<file path="config.mk">
export PLATFORM = sky130hd
export DESIGN_NAME = spare_col_remapper
export DESIGN_NICKNAME = d
export VERILOG_FILES = /design/src/rtl/spare_remap_pkg.sv /design/src/rtl/spare_remap_fault_mem.sv /design/src/rtl/spare_remap_col_xlate.sv /design/src/rtl/spare_remap_bypass_gen.sv /design/src/rtl/spare_col_remapper.sv
export SDC_FILE = /design/constraint.sdc
export NUM_CORES = 1
export LEC_CHECK = 0
export ABC_AREA = 1
export BUFFER_PORTS_ARGS = -buffer_cell sky130_fd_sc_hd__buf_2
export CORE_MARGIN = 2
export CORE_UTILIZATION = 39
export DETAILED_ROUTE_END_ITERATION = 7
export PLACE_DENSITY = 0.64
export SLEW_MARGIN = 20
export SYNTH_ARGS = -nofsm -noshare
export SYNTH_HDL_FRONTEND = slang
export SYNTH_SLANG_ARGS = --single-unit
</file>
<file path="constraint.sdc">
create_clock -name clk -period 2.3 [get_ports clk]
set_clock_uncertainty 0.05 [all_clocks]
set_input_delay 0.115 -clock clk [delete_from_list [all_inputs] [get_ports clk]]
set_output_delay 0.115 -clock clk [all_outputs]
set_load 0.01 [all_outputs]
</file>
<file path="src/rtl/spare_remap_pkg.sv">
// Package: shared types for the spare-column remapper.
// Assumes nothing beyond IEEE 1800-2017 packed enums.
package spare_remap_pkg;

    // Outcome of a fault-map write request.
    typedef enum logic [1:0] {
        WR_ACCEPT = 2'd0,
        WR_DUP    = 2'd1,
        WR_RANGE  = 2'd2
    } wr_verdict_e;

endpackage

</file>
<file path="src/rtl/spare_remap_fault_mem.sv">
// Fault-map storage: one valid flag and one fault column per row.
// Judges each write, keeps the sticky error flag.
// Assumes wr_* is sampled only while wr_en is high.
module spare_remap_fault_mem
    import spare_remap_pkg::*;
#(
    parameter int ROWS = 4,
    parameter int COLS = 4,
    parameter int RW   = 2,
    parameter int CW   = 3
) (
    input  logic                 clk,
    input  logic                 rst_n,
    input  logic                 wr_en,
    input  logic [RW-1:0]        wr_row,
    input  logic [CW-1:0]        wr_col,
    output logic [ROWS-1:0]      valid_o,
    output logic [ROWS*CW-1:0]   fcol_o,
    output logic                 err_o
);

    logic [ROWS-1:0]    valid_q;
    logic [ROWS*CW-1:0] fcol_q;
    logic               err_q;
    wr_verdict_e        verdict;

    // Classify the pending write against range limits and current contents.
    always_comb begin
        verdict = WR_ACCEPT;
        if (int'(wr_col) > COLS || int'(wr_row) >= ROWS)
            verdict = WR_RANGE;
        else if (valid_q[wr_row])
            verdict = WR_DUP;
    end

    // Store accepted faults; flag refused writes until reset.
    always_ff @(posedge clk) begin
        if (!rst_n) begin
            valid_q <= '0;
            fcol_q  <= '0;
            err_q   <= 1'b0;
        end else if (wr_en) begin
            if (verdict == WR_ACCEPT) begin
                valid_q[wr_row]               <= 1'b1;
                fcol_q[wr_row*CW +: CW]       <= wr_col;
            end else begin
                err_q <= 1'b1;
            end
        end
    end

    assign valid_o = valid_q;
    assign fcol_o  = fcol_q;
    assign err_o   = err_q;

endmodule

</file>
<file path="src/rtl/spare_remap_col_xlate.sv">
// Combinational logical-to-physical column translation for one lookup.
// Assumes lk_row < ROWS and lk_col < COLS.
module spare_remap_col_xlate #(
    parameter int ROWS = 4,
    parameter int COLS = 4,
    parameter int RW   = 2,
    parameter int CW   = 3
) (
    input  logic [ROWS-1:0]    valid_i,
    input  logic [ROWS*CW-1:0] fcol_i,
    input  logic [RW-1:0]      lk_row,
    input  logic [CW-1:0]      lk_col,
    output logic [CW-1:0]      lk_phys
);

    logic [CW-1:0] row_fcol;
    logic          row_valid;

    // Pick the addressed row's entry and shift at or past its fault.
    always_comb begin
        row_fcol  = fcol_i[lk_row*CW +: CW];
        row_valid = valid_i[lk_row];
        if (row_valid && (lk_col >= row_fcol))
            lk_phys = lk_col + CW'(1);
        else
            lk_phys = lk_col;
    end

endmodule

</file>
<file path="src/rtl/spare_remap_bypass_gen.sv">
// Per-cell bypass selects: a physical cell right of its row's fault
// takes its left neighbour's signal. Assumes ROWS*(COLS+1) fits easily.
module spare_remap_bypass_gen #(
    parameter int ROWS = 4,
    parameter int COLS = 4,
    parameter int CW   = 3
) (
    input  logic [ROWS-1:0]          valid_i,
    input  logic [ROWS*CW-1:0]       fcol_i,
    output logic [ROWS*(COLS+1)-1:0] shift_sel
);

    localparam int PCOLS = COLS + 1;

    for (genvar r = 0; r < ROWS; r++) begin : g_row
        for (genvar p = 0; p < PCOLS; p++) begin : g_cell
            // Select the shifted path for cells beyond the fault.
            assign shift_sel[r*PCOLS + p] =
                valid_i[r] && (CW'(p) > fcol_i[r*CW +: CW]);
        end
    end

endmodule

</file>
<file path="src/rtl/spare_col_remapper.sv">
// Top: fault-map storage, lookup translation and bypass select generation
// for an array with one reserve column. Assumes lookups stay in range.
module spare_col_remapper #(
    parameter int ROWS  = 4,
    parameter int COLS  = 4,
    localparam int PCOLS = COLS + 1,
    localparam int CW    = $clog2(COLS + 1),
    localparam int RW    = (ROWS > 1) ? $clog2(ROWS) : 1
) (
    input  logic                   clk,
    input  logic                   rst_n,
    input  logic                   wr_en,
    input  logic [RW-1:0]          wr_row,
    input  logic [CW-1:0]          wr_col,
    input  logic [RW-1:0]          lk_row,
    input  logic [CW-1:0]          lk_col,
    output logic [CW-1:0]          lk_phys,
    output logic [ROWS*PCOLS-1:0]  shift_sel,
    output logic                   err_o
);

    logic [ROWS-1:0]    valid_w;
    logic [ROWS*CW-1:0] fcol_w;

    spare_remap_fault_mem #(.ROWS(ROWS), .COLS(COLS), .RW(RW), .CW(CW)) mem_i (
        .clk     (clk),
        .rst_n   (rst_n),
        .wr_en   (wr_en),
        .wr_row  (wr_row),
        .wr_col  (wr_col),
        .valid_o (valid_w),
        .fcol_o  (fcol_w),
        .err_o   (err_o)
    );

    spare_remap_col_xlate #(.ROWS(ROWS), .COLS(COLS), .RW(RW), .CW(CW)) xlate_i (
        .valid_i (valid_w),
        .fcol_i  (fcol_w),
        .lk_row  (lk_row),
        .lk_col  (lk_col),
        .lk_phys (lk_phys)
    );

    spare_remap_bypass_gen #(.ROWS(ROWS), .COLS(COLS), .CW(CW)) byp_i (
        .valid_i   (valid_w),
        .fcol_i    (fcol_w),
        .shift_sel (shift_sel)
    );

endmodule

</file>
### Yosys cells after proc, flatten, opt, wreduce, memory -nomap -nowiden

Cells that the tools add are included.

* add/subtract/negate cells: 2
* multipliers: 2
* divide/modulo/power cells: 0
* magnitude comparators: 25
* equal/unequal tests: 0
* shift-type cells: 3
* multiplexer cells: 10
* bitwise operators: 2
* reductions and logical operators: 25

Operators with widths (number)
* 4-bit negation with 34-bit output: 1
* 3-bit by 34-bit variable shift with 12-bit output, first input constant: 1
* 3-bit by 34-bit indexed part select with 12-bit output: 1
* 1-bit by 3-bit > comparator with 1-bit output, first input constant: 8
* 2-bit by 3-bit > comparator with 1-bit output, first input constant: 8
* 1-bit logical AND: 22
* 12-bit bitwise mux: 1
* 3-bit > comparator, first input constant: 4
* 12-bit by 5-bit indexed part select with 3-bit output: 1
* 2-bit by 2-bit multiplier with 4-bit output, second input constant: 2
* 2-bit by 3-bit < comparator with 1-bit output, second input constant: 2
* 1-bit binary-select mux with 2-bit select: 2
* 1-bit 2-to-1 mux: 4
* 4-bit bitwise OR: 1
* 2-bit AND reduction: 2
* 3-bit by 1-bit adder with 3-bit output, second input constant: 1
* 3-bit >= comparator: 1
* 3-bit > comparator, second input constant: 1
* 3-bit 2-to-1 mux: 1
* 1-bit demux with 2-bit select: 1
* 2-bit by 1-bit >= comparator with 1-bit output, second input constant: 1
* 2-bit zero test: 1
* 2-bit 2-to-1 mux: 1
* 1-bit inverter: 1

* register bits after elaboration: 17
* bits in latches: 0
* memory bits (writable): 0
* bits in read-only memories: 0
* input bits: 13
* output and inout bits: 24
* logic and storage cells: 72
* memories kept: 0

### Depth between registers and ports, before layout

Gate-level depths: netlist of run 1.

* word-level depth: 7
* gate-level depth with buffers: 10
* mapped depth without buffers: 10

### Hierarchy

A second synthesis of run 1 with hierarchy kept.

* cells, all modules: 230
* area total of the unflattened synthesis: 1442.6 µm²

Modules (own cells, without submodules)
* spare_remap_fault_mem: instances 1, cells each 138, area an instance 949.7 µm², sequential area each 340.3 µm²
* spare_remap_col_xlate: instances 1, cells each 55, area an instance 324.1 µm², sequential area each 0.0 µm²
* spare_remap_bypass_gen: instances 1, cells each 37, area an instance 168.9 µm², sequential area each 0.0 µm²

### Worst setup path before layout of run 1

Ideal clock, no wire load.

* kind: register to output
* start point: reg mem_i.fcol_q[1] (netlist: mem_i.fcol_o[1])
* end point: out lk_phys[2]
* data arrival time: 1.528 ns
* required time: 2.135 ns
* setup slack: 0.607 ns
* cell stages (with the launch flop): 9
* path buffers: 0
* cells stage by stage: dfxtp_1 -> inv_1 -> o21ai_0 -> a21oi_1 -> ha_1 -> nand2_1 -> o211ai_1 -> nand2_1 -> o21ai_0

* cells in the longest elaborated chain, start to end: 4

Ends and longest elaborated chain
* start, declared: RTL line spare_remap_fault_mem.sv:23 `logic [ROWS*CW-1:0] fcol_q;`
* start signal, assigned by index: RTL line spare_remap_fault_mem.sv:45 `fcol_q[wr_row*CW +: CW] <= wr_col;`
* 12-bit by 5-bit indexed part select with 3-bit output: RTL line spare_remap_col_xlate.sv:21 `row_fcol = fcol_i[lk_row*CW +: CW];`
* 3-bit >= comparator: RTL line spare_remap_col_xlate.sv:23 `if (row_valid && (lk_col >= row_fcol))`
* 1-bit logical AND: RTL line spare_remap_col_xlate.sv:23
* 3-bit 2-to-1 mux: RTL line spare_remap_col_xlate.sv:23
* end, declared: RTL line spare_col_remapper.sv:17 `output logic [CW-1:0] lk_phys,`

Every way passes these cells.

### Worst setup path in the final report of run 1

* start point: reg mem_i.fcol_q[4] (netlist: mem_i.fcol_o[4])
* end point: out lk_phys[0]

The elaborated chain is that of the path after synthesis.

==> summary.md, run 1 <==
The tools report the via count of the first global-routing pass as 1,178. Counting the fill cells in the layout gives 377. The tools report the clock tree root buffer cell as clkbuf_4.

The average instance in the mapped netlist occupies 6.53 um^2. Relative to the synthesized area, the layout overhead comes to 16.3%. Summing over every cut layer, the via total after detailed routing is 1,268.

The aggregate routed wire length came out at 2940 um. STA classifies the critical path endpoint as an output port. The detail route stage leaves a number of antenna-violating nets equal to 0. In this run the standard cell core region covers 3310 um^2. The worst setup path is launched from a register. The logs give 187 uV for the largest vdd supply drop and 0.29 ns for the clock insertion delay at the later pin of the skew report. The run gives 0.754 as the routability-driven placement congestion ratio.

In this run the critical register-to-register path is captured at mem_i.fcol_o[1]$_SDFFE_PN0P_. Counting cells, the worst reg-to-reg path comes to 6. After detailed placement, the design holds a cell count of 277. The logs give 467 MHz for the highest clock rate and 0 for the number of max-slew violations in the final report.

The share of the Yosys chip area taken by registers is 25.7%. After detailed routing, the number of vias per cell comes to 4.50. The number of buffers created by CTS came out at 3. For the worst setup path, the data required time is 2.13 ns. Of the available clock period, the critical path in the final layout requires 93.2%. For the standard-cell row count, the log shows 21. The startpoint-to-endpoint class of the critical path was register to output port. The number of clock sinks seen by CTS was 17; the power density of the placed cells was 429 nW/um^2. Along the worst path, the maximum fanout reaches 5. Data arrival time of the worst path: 1.98 ns. The first global-routing pass estimated 5240 um of wire. The worst register-to-register path begins at mem_i.valid_o[0]$_SDFFE_PN0P_. The H-tree depth is 1, and the number of input and output port buffers inserted is 32. TritonCTS built the clock tree.

The synthesized netlist occupies a cell area of 1330 um^2. The smallest clock period supported by the final layout is computed as 2.14 ns. The max capacitance violation total is 0, and the die boundary width is 62.3 um. The tools report the maximum clock path buffer count as 2.

Following the worst setup path forward leads to its endpoint at lk_phys[0]. Worst setup path startpoint: mem_i.fcol_o[4]$_SDFFE_PN0P_. The detail-routed net length per standard cell is 10.4 um. For flop-to-flop paths, the worst setup slack is 1.09 ns.

The flow ran to the end, and the final reports show no timing, DRC or antenna violations. For this run, design rule violations remaining after detail routing come to 0. The final non-filler cell total is 282. The logs give 16.6% for the global routing usage summed across all routing layers and 0 for the number of hold violations in the final report.

Counting flops and latches in the post-synthesis netlist gives 17. The pin count of the biggest net entering global routing is 15. Buffers inserted to repair hold after CTS numbered 0. Cells with a size suffix above 1 make up 21.6% of the layout. The die covers 3880 um^2.

Number of failing setup endpoints in the final timing report: 0. The leakage power is 0.000865 uW. At the end of the flow, the number of nets in the layout was 262.

The post-synthesis instance total was 203; the count of unique library cells instantiated by Yosys was 24. The tools report the initial antenna violation count as 0. The first TritonRoute pass finished after 4 iterations. The logs give 825 um^2 for the area of the multi-input gates and 662 uW for the total power. In this run the worst hold path is classified as input port to register. For this configuration, the core starts out at a cell density of 40.0%. The number of warnings issued by yosys came out at 0. The clock-pin slew reported for the worst setup and hold paths after clock tree synthesis is 0.09 ns. Global routing finished with a remaining overflow of 0. The run gives 345 um^2 as the sequential cell area in the final layout. Measured along the y axis, the die boundary spans 62.3 um.

The number of antenna diodes in the final layout is 0. Pin placement for this block handled 37 I/O pins. After the first detailed-routing iteration, the DRC count stood at 31. The tools report the half-perimeter wire length after placement as 2300 um.
-- routing by layer --
| metal | track usage [%] | vias to the layer above | wire, um |
|---|---|---|---|
| li1 | - | 695 | - |
| met1 | 23.2 | 544 | 1540 |
| met2 | 25.5 | 25 | 1250 |
| met3 | 3.44 | 4 | 115 |
| met4 | 5.00 | 0 | 39 |
| met5 | 0 | - | 0 |
-- worst max-delay path: stages (launching register included) --
cell and delay (ns):
dfxtp_1 0.43, nand2_1 0.06, o21ai_0 0.07, a21oi_1 0.09, ha_1 0.29, nand2_1 0.05
o211ai_1 0.22, nand2_1 0.16, xor2_1 0.16, buf_2 0.14
-- flip-flops by register name, summed over array words and instances (netlist names) --
name,flops
mem_i.valid_o,4
mem_i.fcol_o,12
mem_i.err_o,1
-- Yosys cell counts --
library cell	count	share of area, %
nand2_1	41	12
nor2_1	36	10
inv_1	31	8.8
a21oi_1	19	7.2
dfxtp_1	17	26
nor3_1	13	4.9
ha_1	12	11
o21ai_0	8	3.0
buf_4	4	2.3
nand3_1	4	1.5
nand4_2	3	2.8
buf_2	2	0.76
nand2_4	2	1.7
buf_6	1	0.85
conb_1	1	0.28
inv_2	1	0.28
nand2_2	1	0.47
nand3_4	1	1.3
nand4_4	1	1.6
nor2_4	1	0.85
o211ai_1	1	0.57
o21ai_2	1	0.66
xnor2_1	1	0.66
xor2_1	1	0.66
-- layout make-up --
cell class / count / share of cell area, %
repair buffers: 33 / 10.9
inverters: 32 / 7.79
well taps: 46 / 3.73
flip-flops and latches: 17 / 22.4
multi-input cells: 150 / 53.5
clock buffers: 4 / 1.70
-- how the worst min path moves through the flow --
stage                                    end  slack [ns]  cells after the start                     start
3_3_place_gp        mem_i.err_o$_SDFFE_PN0P_        0.40                      2  mem_i.err_o$_SDFFE_PN0P_
2_1_floorplan   mem_i.fcol_o[6]$_SDFFE_PN0P_        0.19                      2                     rst_n
6_report        mem_i.fcol_o[5]$_SDFFE_PN0P_        0.10                      3                     rst_n
3_5_place_dp        mem_i.err_o$_SDFFE_PN0P_        0.41                      2  mem_i.err_o$_SDFFE_PN0P_
4_1_cts        mem_i.fcol_o[10]$_SDFFE_PN0P_        0.10                      3                     rst_n
5_1_grt        mem_i.fcol_o[10]$_SDFFE_PN0P_        0.10                      3                     rst_n
-- report_power, final --
| part | internal, uW | total [uW] | switching, uW |
|---|---|---|---|
| clock network | 67.6 | 162 | 94.8 |
| logic | 67.3 | 183 | 115 |
| registers | 307 | 317 | 10.1 |
| total | 442 | 662 | 220 |
-- stage by stage --
| stage | worst slack, ns | TNS (ns) | area, um^2 | util (%) | hold slack (ns) |
|---|---|---|---|---|---|
| 3_3_place_gp | 0.524 | 0 | 1500 | 45.4 | 0.403 |
| 6_report | 0.156 | 0 | 1540 | 46.6 | 0.100 |
| 3_5_place_dp | 0.484 | 0 | 1500 | 45.4 | 0.408 |
| 2_1_floorplan | 0.607 | 0 | 1340 | - | 0.185 |
| 5_1_grt | -0.00406 | -0.00590 | 1540 | 46.6 | 0.102 |
| 4_1_cts | 0.166 | 0 | 1530 | 46.2 | 0.103 |
-- cells in the final DEF (no fill, tap or decap), drive strengths merged --
cell type,Yosys,routed
nand2,44,44
nor2,37,37
buf,7,33
inv,32,32
a21oi,19,19
dfxtp,17,17
nor3,13,13
ha,12,12
o21ai,9,9
nand3,5,5
conb,1,4
nand4,4,4
clkbuf,0,4
o211ai,1,1
xor2,1,1
xnor2,1,1
-- repair_timing --
action	in CTS	in global routing
setup buffers	0	1
resized for setup	0	7
setup endpoints to repair	0	3
-- cell families after synthesis --
group                    share of synthesized area (%)
other                                            0.283
AND/OR/NAND/NOR                                   37.0
adder cells (fa/ha/maj)                           11.3
XOR/XNOR                                          1.32
buffers and inverters                             12.9
AO/OA/AOI/OAI                                     11.4
flip-flops                                        25.7
Note: power is estimated with default switching activity, not from simulation.
==> run 2: changes to the inputs <==
==> constraint.sdc (replaced) <==
create_clock -name clk -period 2.3 [get_ports clk]
set_clock_uncertainty 0.05 [all_clocks]
set_input_delay 0.115 -clock clk [delete_from_list [all_inputs] [get_ports clk]]
set_output_delay 0.115 -clock clk [all_outputs]
set_load 0.05 [all_outputs]
==> summary.md, run 2 (synthesis results as in run 1) <==
The total global routing overflow was 0 (unchanged). For the half-perimeter wire length after placement, the log shows 2320 um (was 2300 um). The run gives 26 (was 31) as the number of design-rule violations left by the first detailed-router iteration. The number of failing setup endpoints in the final timing report is 0 (unchanged). Power density of the placed cells: 471 nW/um^2 (was 429 nW/um^2). The initial antenna violation count is 0 (unchanged), and the clock-pin slew reported for the worst setup and hold paths after clock tree synthesis is 0.11 ns (was 0.09 ns).

The run gives 17 (unchanged) as the number of clock sinks seen by CTS. The area of the multi-input gates was 850 um^2 (was 825 um^2). The time the worst path needs with I/O delays and setup is 2.21 ns (was 2.14 ns). Clock tree root buffer cell: clkbuf_4 (unchanged). Die boundary width: 62.3 um (unchanged). Leading cell types in the layout, fill and taps excluded: nand2_1, nor2_1, inv_1 (was nand2_1, nor2_1, buf_2). Critical register-to-register path startpoint: mem_i.valid_o[0]$_SDFFE_PN0P_ (unchanged). The number of flip-flops under the largest register name works out to 12 (unchanged). The sort of element at the end of the critical path is an output port (unchanged). Highest clock rate: 453 MHz (was 467 MHz). The logs give 15 (unchanged) for the pin count of the biggest net entering global routing and 261 (was 262) for the post-layout net count. The largest vdd supply drop was 238 uV (was 187 uV); the sequential cell area in the final layout was 347 um^2 (was 345 um^2). The routability-driven placement congestion ratio came out at 0.766 (was 0.754).

Number of instances resized during post-cts repair: 0 (unchanged). The run gives 0 (unchanged) as the number of hold violations in the final report. The number of max-slew violations in the final report was 0 (unchanged). The flow ran to the end, and the final reports show no timing, DRC or antenna violations.

The fill cell instance count of the final layout is 385 (was 377), and the number of hold-repair buffers added at the cts stage is 0 (unchanged). Number of vias after detailed routing: 1,285 (was 1,268). The I/O pin total was 37 (unchanged). The clock insertion delay at the later pin of the skew report is 0.29 ns (about the same), and the y dimension of the die is 62.3 um (unchanged). The total power was 742 uW (was 662 uW); the worst hold margin was 0.0970 ns (was 0.100 ns). The run gives 1 (unchanged) as the H-tree depth. The per-cell via count in the routed design is 4.57 (was 4.50). Critical path launch point type: a register (unchanged). Worst setup path startpoint: mem_i.fcol_o[1]$_SDFFE_PN0P_ (was mem_i.fcol_o[4]$_SDFFE_PN0P_). The logs give 2.13 ns (about the same) for the required time of the critical path and 0.356 ns (was 0.484 ns) for the worst setup timing slack at the placement stage. The number of detailed-route iterations in the first pass is 4 (unchanged).

The tools report the endpoint of the most critical setup path as lk_phys[0] (unchanged). The total die area is 3880 um^2 (unchanged). The number of input and output port buffers inserted is 32 (unchanged).

For the global-route wire length before repair, the log shows 5090 um (was 5240 um). The logs give 21 (unchanged) for the standard-cell row count and 0.000884 uW (was 0.000865 uW) for the leakage power. The share of the clock period used by the worst path was 96.0% (was 93.2%); the max capacitance violation total was 0 (unchanged). Post-synthesis to final-layout area growth: 19.0% (was 16.3%). The class of the most critical hold timing path was input port to register (unchanged). TritonCTS built the clock tree. Start point of the worst hold path: rst_n (unchanged). The tools report the effective utilization at floorplan as 40.0% (unchanged).

The depth of the worst register-to-register path is 6 (unchanged). The count of antenna diodes in the layout was 0 (unchanged). The maximum clock path buffer count came out at 2 (unchanged). Residual antenna-violating net count after detailed routing: 0 (unchanged). The startpoint-to-endpoint class of the critical path is register to output port (unchanged). Capture instance of the worst register-to-register path: mem_i.fcol_o[9]$_SDFFE_PN0P_ (was mem_i.fcol_o[1]$_SDFFE_PN0P_). The number of buffers created by CTS was 3 (unchanged). The tools report the setup slack of the critical path after layout as 0.0928 ns (was 0.156 ns).

Setup repair after global routing could not meet its margin everywhere. The data arrival time of the worst path is 2.04 ns (was 1.98 ns), and the register-to-register setup slack is 1.10 ns (was 1.09 ns). The most common library cell in the layout ignoring fill and taps was nand2_1 (unchanged).

The logs give 0 (unchanged) for the setup fix buffers added after clock tree synthesis and 0 (unchanged) for the number of design rule violations left after detail routing. Via count of the first global-routing pass: 1,210 (was 1,178). The peak fanout along the critical path was 4 (was 5). The tools report the global routing usage summed across all routing layers as 15.9% (was 16.6%).

The fraction of layout cells with a size suffix above 1 was 24.7% (was 21.6%); the core outline area was 3310 um^2 (unchanged). The aggregate routed wire length was 2900 um (was 2940 um); the detail-routed net length per standard cell was 10.3 um (was 10.4 um).
-- run 2: where the power goes --
part           switching (uW)  internal [uW]  total [uW]  leakage, uW
combinational             189           73.8         263     0.000725
clock                    97.0           64.6         162    0.0000177
sequential               10.5            307         317     0.000141
-- run 2: final cells by class --
type | instances | share of cell area, %
clock buffers | 3 | 1.43
clock inverters | 1 | 0.317
inverters | 32 | 7.62
multi-input cells | 150 | 53.9
flip-flops and latches | 17 | 22.0
well taps | 46 | 3.65
repair buffers | 32 | 11.1
-- run 2: metrics by stage --
stage	area (um^2)	setup TNS (ns)	util, %	std cells
floorplan	1350	-0.216	-	206
global placement	1520	0	45.8	277
detailed placement	1520	0	45.8	277
CTS	1550	0	46.7	281
global route	1580	-0.0724	47.6	281
finish	1580	0	47.6	281
-- run 2: how the worst min path moves through the flow --
stage,cells past startpoint,slack (ns),end
after floorplan,2,0.19,mem_i.fcol_o[6]$_SDFFE_PN0P_
after global placement,2,0.41,mem_i.err_o$_SDFFE_PN0P_
after detailed placement,2,0.41,mem_i.err_o$_SDFFE_PN0P_
after CTS,3,0.1,mem_i.fcol_o[5]$_SDFFE_PN0P_
after global routing,3,0.1,mem_i.fcol_o[3]$_SDFFE_PN0P_
final,3,0.1,mem_i.fcol_o[8]$_SDFFE_PN0P_
-- run 2: worst max-delay path, stage by stage (launching register included) --
cell and delay, ns:
dfxtp_2 0.37, inv_1 0.06, o21ai_0 0.15, a21oi_1 0.09, ha_1 0.29, nand2_1 0.05
o211ai_1 0.22, nand2_2 0.12, xor2_1 0.16, buf_4 0.22
-- run 2: metal layers --
layer	GRT usage (%)	vias to the layer above	wire length, um
met5	0	-	0
met4	3.33	0	17
met3	3.08	2	118
met2	26.9	30	1290
met1	21.0	557	1470
li1	-	696	-
